`src/rtl/sram_seq_pkg.sv`:
```
package sram_seq_pkg;
  typedef enum logic [2:0] {
    ST_IDLE, ST_READ, ST_WSETUP, ST_WPULSE, ST_WREC
  } acc_state_e;

  typedef enum logic [1:0] {
    RS_RUN, RS_HOLD, RS_RECOVER
  } ret_state_e;

  function automatic int unsigned cyc_ceil(int unsigned ps, int unsigned period);
    int unsigned c;
    c = (ps + period - 1) / period;
    return (c == 0) ? 1 : c;
  endfunction

  function automatic int unsigned max2(int unsigned a, int unsigned b);
    return (a > b) ? a : b;
  endfunction
endpackage

```
`src/rtl/phase_timer.sv`:
```
module phase_timer #(
  parameter int unsigned W = 4
) (
  input  logic         clk_i,
  input  logic         rst_ni,
  input  logic         load_i,
  input  logic [W-1:0] len_i,
  output logic         done_o
);
  logic [W-1:0] cnt_q;

  // len_i counts cycles; done marks the last one
  always_ff @(posedge clk_i or negedge rst_ni) begin
    if (!rst_ni)              cnt_q <= '0;
    else if (load_i)          cnt_q <= len_i - W'(1);
    else if (cnt_q != '0)     cnt_q <= cnt_q - W'(1);
  end

  assign done_o = (cnt_q == '0);
endmodule

```
`src/rtl/ret_ctrl.sv`:
```
module ret_ctrl
  import sram_seq_pkg::*;
#(
  parameter int unsigned REC_CYC = 4,
  parameter int unsigned W       = 4
) (
  input  logic clk_i,
  input  logic rst_ni,
  input  logic ret_req_i,
  input  logic acc_idle_i,
  output logic ret_ack_o,
  output logic ret_block_o
);
  ret_state_e st_q, st_d;
  logic       rec_load, rec_done;

  always_comb begin
    st_d     = st_q;
    rec_load = 1'b0;
    unique case (st_q)
      RS_RUN:     if (ret_req_i && acc_idle_i) st_d = RS_HOLD;
      RS_HOLD:    if (!ret_req_i) begin
                    st_d     = RS_RECOVER;
                    rec_load = 1'b1;
                  end
      RS_RECOVER: if (rec_done) st_d = RS_RUN;
      default:    st_d = RS_RUN;
    endcase
  end

  always_ff @(posedge clk_i or negedge rst_ni) begin
    if (!rst_ni) st_q <= RS_RUN;
    else         st_q <= st_d;
  end

  phase_timer #(.W(W)) u_rec_timer (
    .clk_i  (clk_i),
    .rst_ni (rst_ni),
    .load_i (rec_load),
    .len_i  (W'(REC_CYC)),
    .done_o (rec_done)
  );

  assign ret_ack_o   = (st_q == RS_HOLD);
  assign ret_block_o = (st_q != RS_RUN);

  assert_enter_from_idle_R8: assert property (@(posedge clk_i) disable iff (!rst_ni)
    $rose(ret_ack_o) |-> $past(acc_idle_i));

  assert_exit_to_recover_R10: assert property (@(posedge clk_i) disable iff (!rst_ni)
    (ret_ack_o && !ret_req_i) |=> (!ret_ack_o && ret_block_o));
endmodule

```
`src/rtl/sram_seq_ctrl.sv`:
```
module sram_seq_ctrl
  import sram_seq_pkg::*;
#(
  parameter int unsigned ADDR_W        = 14,
  parameter int unsigned CLK_PERIOD_PS = 4000,
  parameter int unsigned T_AA_PS       = 15000,
  parameter int unsigned T_WP_PS       = 13000,
  parameter int unsigned T_DW_PS       = 10000,
  parameter int unsigned T_RC_PS       = 15000
) (
  input  logic              clk_i,
  input  logic              rst_ni,
  input  logic              req_valid_i,
  output logic              req_ready_o,
  input  logic              req_write_i,
  input  logic [ADDR_W-1:0] req_addr_i,
  input  logic              req_wdata_i,
  output logic              rd_valid_o,
  output logic              rd_data_o,
  input  logic              ret_req_i,
  output logic              ret_ack_o,
  output logic [ADDR_W-1:0] mem_addr_o,
  output logic              mem_din_o,
  input  logic              mem_dout_i,
  output logic              mem_cs_no,
  output logic              mem_we_no
);
  localparam int unsigned ACC_CYC   = cyc_ceil(T_AA_PS, CLK_PERIOD_PS);
  localparam int unsigned WP_CYC    = cyc_ceil(T_WP_PS, CLK_PERIOD_PS);
  localparam int unsigned DS_CYC    = cyc_ceil(T_DW_PS, CLK_PERIOD_PS);
  localparam int unsigned REC_CYC   = cyc_ceil(T_RC_PS, CLK_PERIOD_PS);
  localparam int unsigned PULSE_CYC = max2(WP_CYC, DS_CYC);
  localparam int unsigned CNT_W     = $clog2(max2(max2(ACC_CYC, PULSE_CYC), REC_CYC) + 1) + 1;

  acc_state_e        st_q, st_d;
  logic              accept, ret_block, tmr_load, tmr_done, capture;
  logic [CNT_W-1:0]  tmr_len;
  logic [ADDR_W-1:0] addr_q;
  logic              din_q, cs_n_q, we_n_q, rd_valid_q, rd_data_q;

  // retention has priority over a request pending in the same cycle
  assign req_ready_o = (st_q == ST_IDLE) && !ret_block && !ret_req_i;
  assign accept      = req_valid_i && req_ready_o;

  always_comb begin
    st_d     = st_q;
    tmr_load = 1'b0;
    tmr_len  = CNT_W'(ACC_CYC);
    capture  = 1'b0;
    unique case (st_q)
      ST_IDLE: if (accept) begin
        if (req_write_i) st_d = ST_WSETUP;
        else begin
          st_d     = ST_READ;
          tmr_load = 1'b1;
        end
      end
      ST_READ: if (tmr_done) begin
        capture = 1'b1;
        st_d    = ST_IDLE;
      end
      ST_WSETUP: begin
        st_d     = ST_WPULSE;
        tmr_load = 1'b1;
        tmr_len  = CNT_W'(PULSE_CYC);
      end
      ST_WPULSE: if (tmr_done) st_d = ST_WREC;
      ST_WREC:   st_d = ST_IDLE;
      default:   st_d = ST_IDLE;
    endcase
  end

  phase_timer #(.W(CNT_W)) u_phase_timer (
    .clk_i  (clk_i),
    .rst_ni (rst_ni),
    .load_i (tmr_load),
    .len_i  (tmr_len),
    .done_o (tmr_done)
  );

  ret_ctrl #(.REC_CYC(REC_CYC), .W(CNT_W)) u_ret_ctrl (
    .clk_i       (clk_i),
    .rst_ni      (rst_ni),
    .ret_req_i   (ret_req_i),
    .acc_idle_i  (st_q == ST_IDLE),
    .ret_ack_o   (ret_ack_o),
    .ret_block_o (ret_block)
  );

  // strobes come from flops, decoded from the next state
  always_ff @(posedge clk_i or negedge rst_ni) begin
    if (!rst_ni) begin
      st_q       <= ST_IDLE;
      addr_q     <= '0;
      din_q      <= 1'b0;
      cs_n_q     <= 1'b1;
      we_n_q     <= 1'b1;
      rd_valid_q <= 1'b0;
      rd_data_q  <= 1'b0;
    end else begin
      st_q       <= st_d;
      cs_n_q     <= (st_d == ST_IDLE);
      we_n_q     <= (st_d != ST_WPULSE);
      rd_valid_q <= capture;
      if (accept) begin
        addr_q <= req_addr_i;
        din_q  <= req_wdata_i;
      end
      if (capture) rd_data_q <= mem_dout_i;
    end
  end

  assign mem_addr_o = addr_q;
  assign mem_din_o  = din_q;
  assign mem_cs_no  = cs_n_q;
  assign mem_we_no  = we_n_q;
  assign rd_valid_o = rd_valid_q;
  assign rd_data_o  = rd_data_q;

  assert_idle_standby_R1: assert property (@(posedge clk_i) disable iff (!rst_ni)
    req_ready_o |-> (mem_cs_no && mem_we_no));

  assert_addr_hold_R2: assert property (@(posedge clk_i) disable iff (!rst_ni)
    (!mem_cs_no && $past(!mem_cs_no)) |-> $stable(mem_addr_o));

  assert_rd_pulse_R3: assert property (@(posedge clk_i) disable iff (!rst_ni)
    rd_valid_o |=> !rd_valid_o);

  assert_we_inside_cs_R5: assert property (@(posedge clk_i) disable iff (!rst_ni)
    !mem_we_no |-> (!mem_cs_no && $stable(mem_addr_o) && $stable(mem_din_o)));

  assert_we_release_R6: assert property (@(posedge clk_i) disable iff (!rst_ni)
    $rose(mem_we_no) |-> (!mem_cs_no && $stable(mem_addr_o)));

  assert_busy_not_ready_R7: assert property (@(posedge clk_i) disable iff (!rst_ni)
    !mem_cs_no |-> !req_ready_o);

  assert_ret_parked_R8: assert property (@(posedge clk_i) disable iff (!rst_ni)
    ret_ack_o |-> (mem_cs_no && mem_we_no));

  assert_ret_stall_R9: assert property (@(posedge clk_i) disable iff (!rst_ni)
    ret_ack_o |-> !req_ready_o);
endmodule

```
`config.mk`:
```
export PLATFORM = sky130hd
export DESIGN_NAME = sram_seq_ctrl
export DESIGN_NICKNAME = d
export VERILOG_FILES = /design/src/rtl/sram_seq_pkg.sv /design/src/rtl/phase_timer.sv /design/src/rtl/ret_ctrl.sv /design/src/rtl/sram_seq_ctrl.sv
export SDC_FILE = /design/constraint.sdc
export NUM_CORES = 1
export LEC_CHECK = 0
export BUFFER_PORTS_ARGS = -buffer_cell sky130_fd_sc_hd__buf_4
export CAP_MARGIN = 25
export CORE_MARGIN = 4
export CORE_UTILIZATION = 54
export CTS_BUF_LIST = sky130_fd_sc_hd__clkbuf_8 sky130_fd_sc_hd__clkbuf_16
export CTS_CLUSTER_SIZE = 8
export DETAILED_ROUTE_END_ITERATION = 7
export GPL_TIMING_DRIVEN = 0
export PLACE_DENSITY = 0.83
export SLEW_MARGIN = 20
export SYNTH_ARGS = -nofsm -noshare
export SYNTH_HDL_FRONTEND = slang
export SYNTH_SLANG_ARGS = --single-unit
```
`constraint.sdc`:
```
create_clock -name clk_i -period 3 [get_ports clk_i]
set_input_delay 0.45 -clock clk_i [delete_from_list [all_inputs] [get_ports clk_i]]
set_output_delay 0.45 -clock clk_i [all_outputs]
set_load 0.02 [all_outputs]
```
==> summary.md <==
| Metric | Value |
|---|---|
| Status | finished clean |
| Die W | approximately 60 um |
| Setup repair after global routing missed its margin | no |
| Max-slew headroom | between 50% and 60% |
| Worst-Skew Late Latency | between 0.2 and 0.3 ns |
| Worst-path fanout max | 6 |
| P_leak | slightly below 0.001 uW |
| R2R cell count | 5 |
| Via density | approximately 5.2 |
| Root Buffer | clkbuf_8 |
| Avg Inst Size Synth | between 10 and 15 um2 |
| Clock Path Buffers | 2 |
| Die Footprint | between 3000 and 4000 um2 |
| WP data arrival | around 1.5 ns |
| ANT nets after route | 0 |
| CTS tree | built |
| Residual DRC | 0 |
| Initial detailed-routing violation count | 28 |
| Synth area leader | dfrtp_1 |
| Pin count of the biggest net entering global routing | 33 |
| Worst Path Required | roughly 2.6 ns |
| Power Total | around 2000 uW |
| Clock Skews | approximately 0.0021 ns |
| Area grow syn2layout | 30.12% |
| Vias | approximately 1,000 |
| Switching Share | between 30 and 40% |
| Ports | 42 |
| Pre-CTS setup slack | between 1 and 1.5 ns |
| Least-Margin Pin Slew | about 0.63 ns |
| Max cap viols | 0 |
| Total negative slack | 0 ns |
| GR Overflow Total | 0 |
| Final Non-Filler Cells | about 190 |
| Placed cells | 183 |
| First-pass GRT wire length | around 4800 um |
| CTS Buf Count | 5 |
| Wire length per cell | roughly 15 um |
| Core ar. | 2522 um2 |
| I/O Buffers | 41 |
| Synth top area share | between 50% and 60% |
| Nets | between 150 and 200 |
| Cts repair resizes | 0 |
| Core Rows | 18 |
| Reg power frac | around two fifths |
| CTS clk-pin slew, worst paths | about 0.06 ns |
| WS Path Type | reg -> out |
| Post-CTS setup buffers | 0 |
| Switching power | ~730 uW |
| VDD IR max | ~0.76 mV |
| Sequential-to-total area share from yosys stat | roughly 55% |
| Synth area leaders | dfrtp_1 52%, mux2_4 10%, mux2_2 4.6%, dfstp_2 3.6%, nor2_1 2.8% |
| N_diodes | 0 |
| Post-Synthesis Cells | between 100 and 150 |
| Synth Cell Area | approximately 1500 um2 |
| Post-synth cell types | 33 |
| Initial antenna violation count | 0 |
| Fin crit period | about 2.0 ns |
| CP Launch Type | flip-flop |
| Fin. Hold Viols | 0 |
| Hold Path Class | in -> async |
| PD cells | ~1100 nW/um2 |
| Final wirelength | slightly below 3000 um |
| GRT Total Usage | 18.80% |
| Layout cells sized above 1 | 45.96% |
| Tcrit/Tclk final | 66.43% |
| Clock network power share | around 17% |
| Comb pwr share | between 40% and 50% |
| Initial DRT Pass Iterations | 4 |
| FMAX | 501.8 MHz |
| P_int | between 1000 and 1500 uW |
| # hold bufs at CTS | 0 |
| Final slew viol count | 0 |
| Die height | 59.89 um |
| DP HPWL | between 2000 and 2500 um |
| Synth Warn # | 0 |
| Setup-failing EPs final | 0 |
| WHS | approximately 0.090 ns |
| Htree depth | 2 |
| Vias in the first global route | 1,087 |
| #FFs+latches synth | 32 |
| Clock sink count | 32 |
| CP endpoint kind | output port |
| Syn Nets | approximately 140 |
| Initial Util | ~58% |
| Post-route worst setup slack | 1.007 ns |
| FILL cells | about 170 |
| GPL Wtd Cong | 0.8106 |
placed cells by master (no fill, tap or decap), drive strengths merged, types with 2 or more instances in the layout:
master	synthesis	routed
a211oi	2	2
a21oi	2	2
buf	1	42
clkbuf	1	7
clkinv	0	2
dfrtp	30	30
dfstp	2	2
ha	3	3
inv	5	5
mux2	16	16
mux2i	2	2
nand2	5	5
nand2b	6	6
nand3b	2	2
nor2	11	11
nor3	5	5
nor3b	3	3
o211ai	2	2
or3	2	2
xnor2	2	2
sequential cells by signal, indices dropped and copies added, names as in the netlist:
| signal | cells |
|---|---|
| mem_addr_o | 14 |
| u_phase_timer.cnt_q | 4 |
| u_ret_ctrl.u_rec_timer.cnt_q | 4 |
| st_q | 3 |
| u_ret_ctrl.st_q | 2 |
| mem_cs_no | 1 |
| mem_din_o | 1 |
| mem_we_no | 1 |
| rd_data_o | 1 |
| rd_valid_o | 1 |
metal layers:
layer	wire length (um)	GRT usage [%]	part of all wire (%)	up-vias
met5	0	0	0	-
met4	48	7.595	1.6	0
met3	189	6.911	6.4	7
met2	1526	30.71	52	30
met1	1191	22.28	40	481
li1	-	-	-	481
synthesized netlist by cell type, drive strengths merged:
cell type,count
or3,2
xnor2,2
ha,3
dfstp,2
nand3,1
nand2b,6
buf,1
nand2,5
and2b,1
a211o,1
nor3,5
mux2,16
dfrtp,30
o211ai,2
and2,1
a21oi,2
inv,5
mux2i,2
nor3b,3
a21o,1
nor4b,1
a211oi,2
clkbuf,1
nand4bb,1
nor2b,1
o2bb2ai,1
nand3b,2
nor2,11
or4b,1
power groups by stage:
stage	clock network [uW]	registers, uW	logic, uW
final	333	771	896
after global routing	364	797	982
after CTS	343	771	906
after detailed placement	0	777	899
after global placement	0	758	864
after floorplan	0	887	460
critical path, stage by stage (launching register included):
cell     delay [ns]
dfrtp_1        0.44
or3_2          0.52
nor2b_1        0.14
buf_4          0.16
path summary, 6_finish.rpt:
kind | slack (ns) | from | to
max | 1.01 | u_ret_ctrl.st_q[1] | req_ready_o
min | 0.09 | rst_ni | u_ret_ctrl.st_q[0]
max reg2reg | 1.30 | u_phase_timer.cnt_q[0] | u_phase_timer.cnt_q[1]
min reg2reg | 0.52 | mem_addr_o[8] | mem_addr_o[8]
max in group asynchronous | 2.59 | rst_ni | mem_we_no
min in group clk_i | 0.40 | req_addr_i[6] | mem_addr_o[6]
per-stage QoR:
step / utilization (%) / instance area (um2)
after floorplan: - / 1454
after global placement: 71.33 / 1799
after detailed placement: 71.33 / 1799
after CTS: 75.00 / 1892
after global routing: 75.00 / 1892
final: 75.00 / 1892
layout make-up:
class                      instances  area (um2)  area share [%]
sequential                        32       803.3           42.46
clock buffer                       6       82.58           4.365
timing repair buffer              41       307.8           16.27
buffer                             2       15.01          0.7937
clock inverter                     2       10.01          0.5291
inverter                           5       18.77          0.9921
multi-input combinational         73       616.8           32.61
tap                               30       37.54           1.984
cells by family after synthesis:
logic type,after synthesis,share of synthesized area (%)
simple gates,41,17.73
flops,32,55.25
mux,18,16.35
compound gates,9,4.561
buf+inv,7,2.323
fa+ha+maj,3,2.582
xor+xnor,2,1.205
No activity file was read; power rests on OpenSTA's default activity.
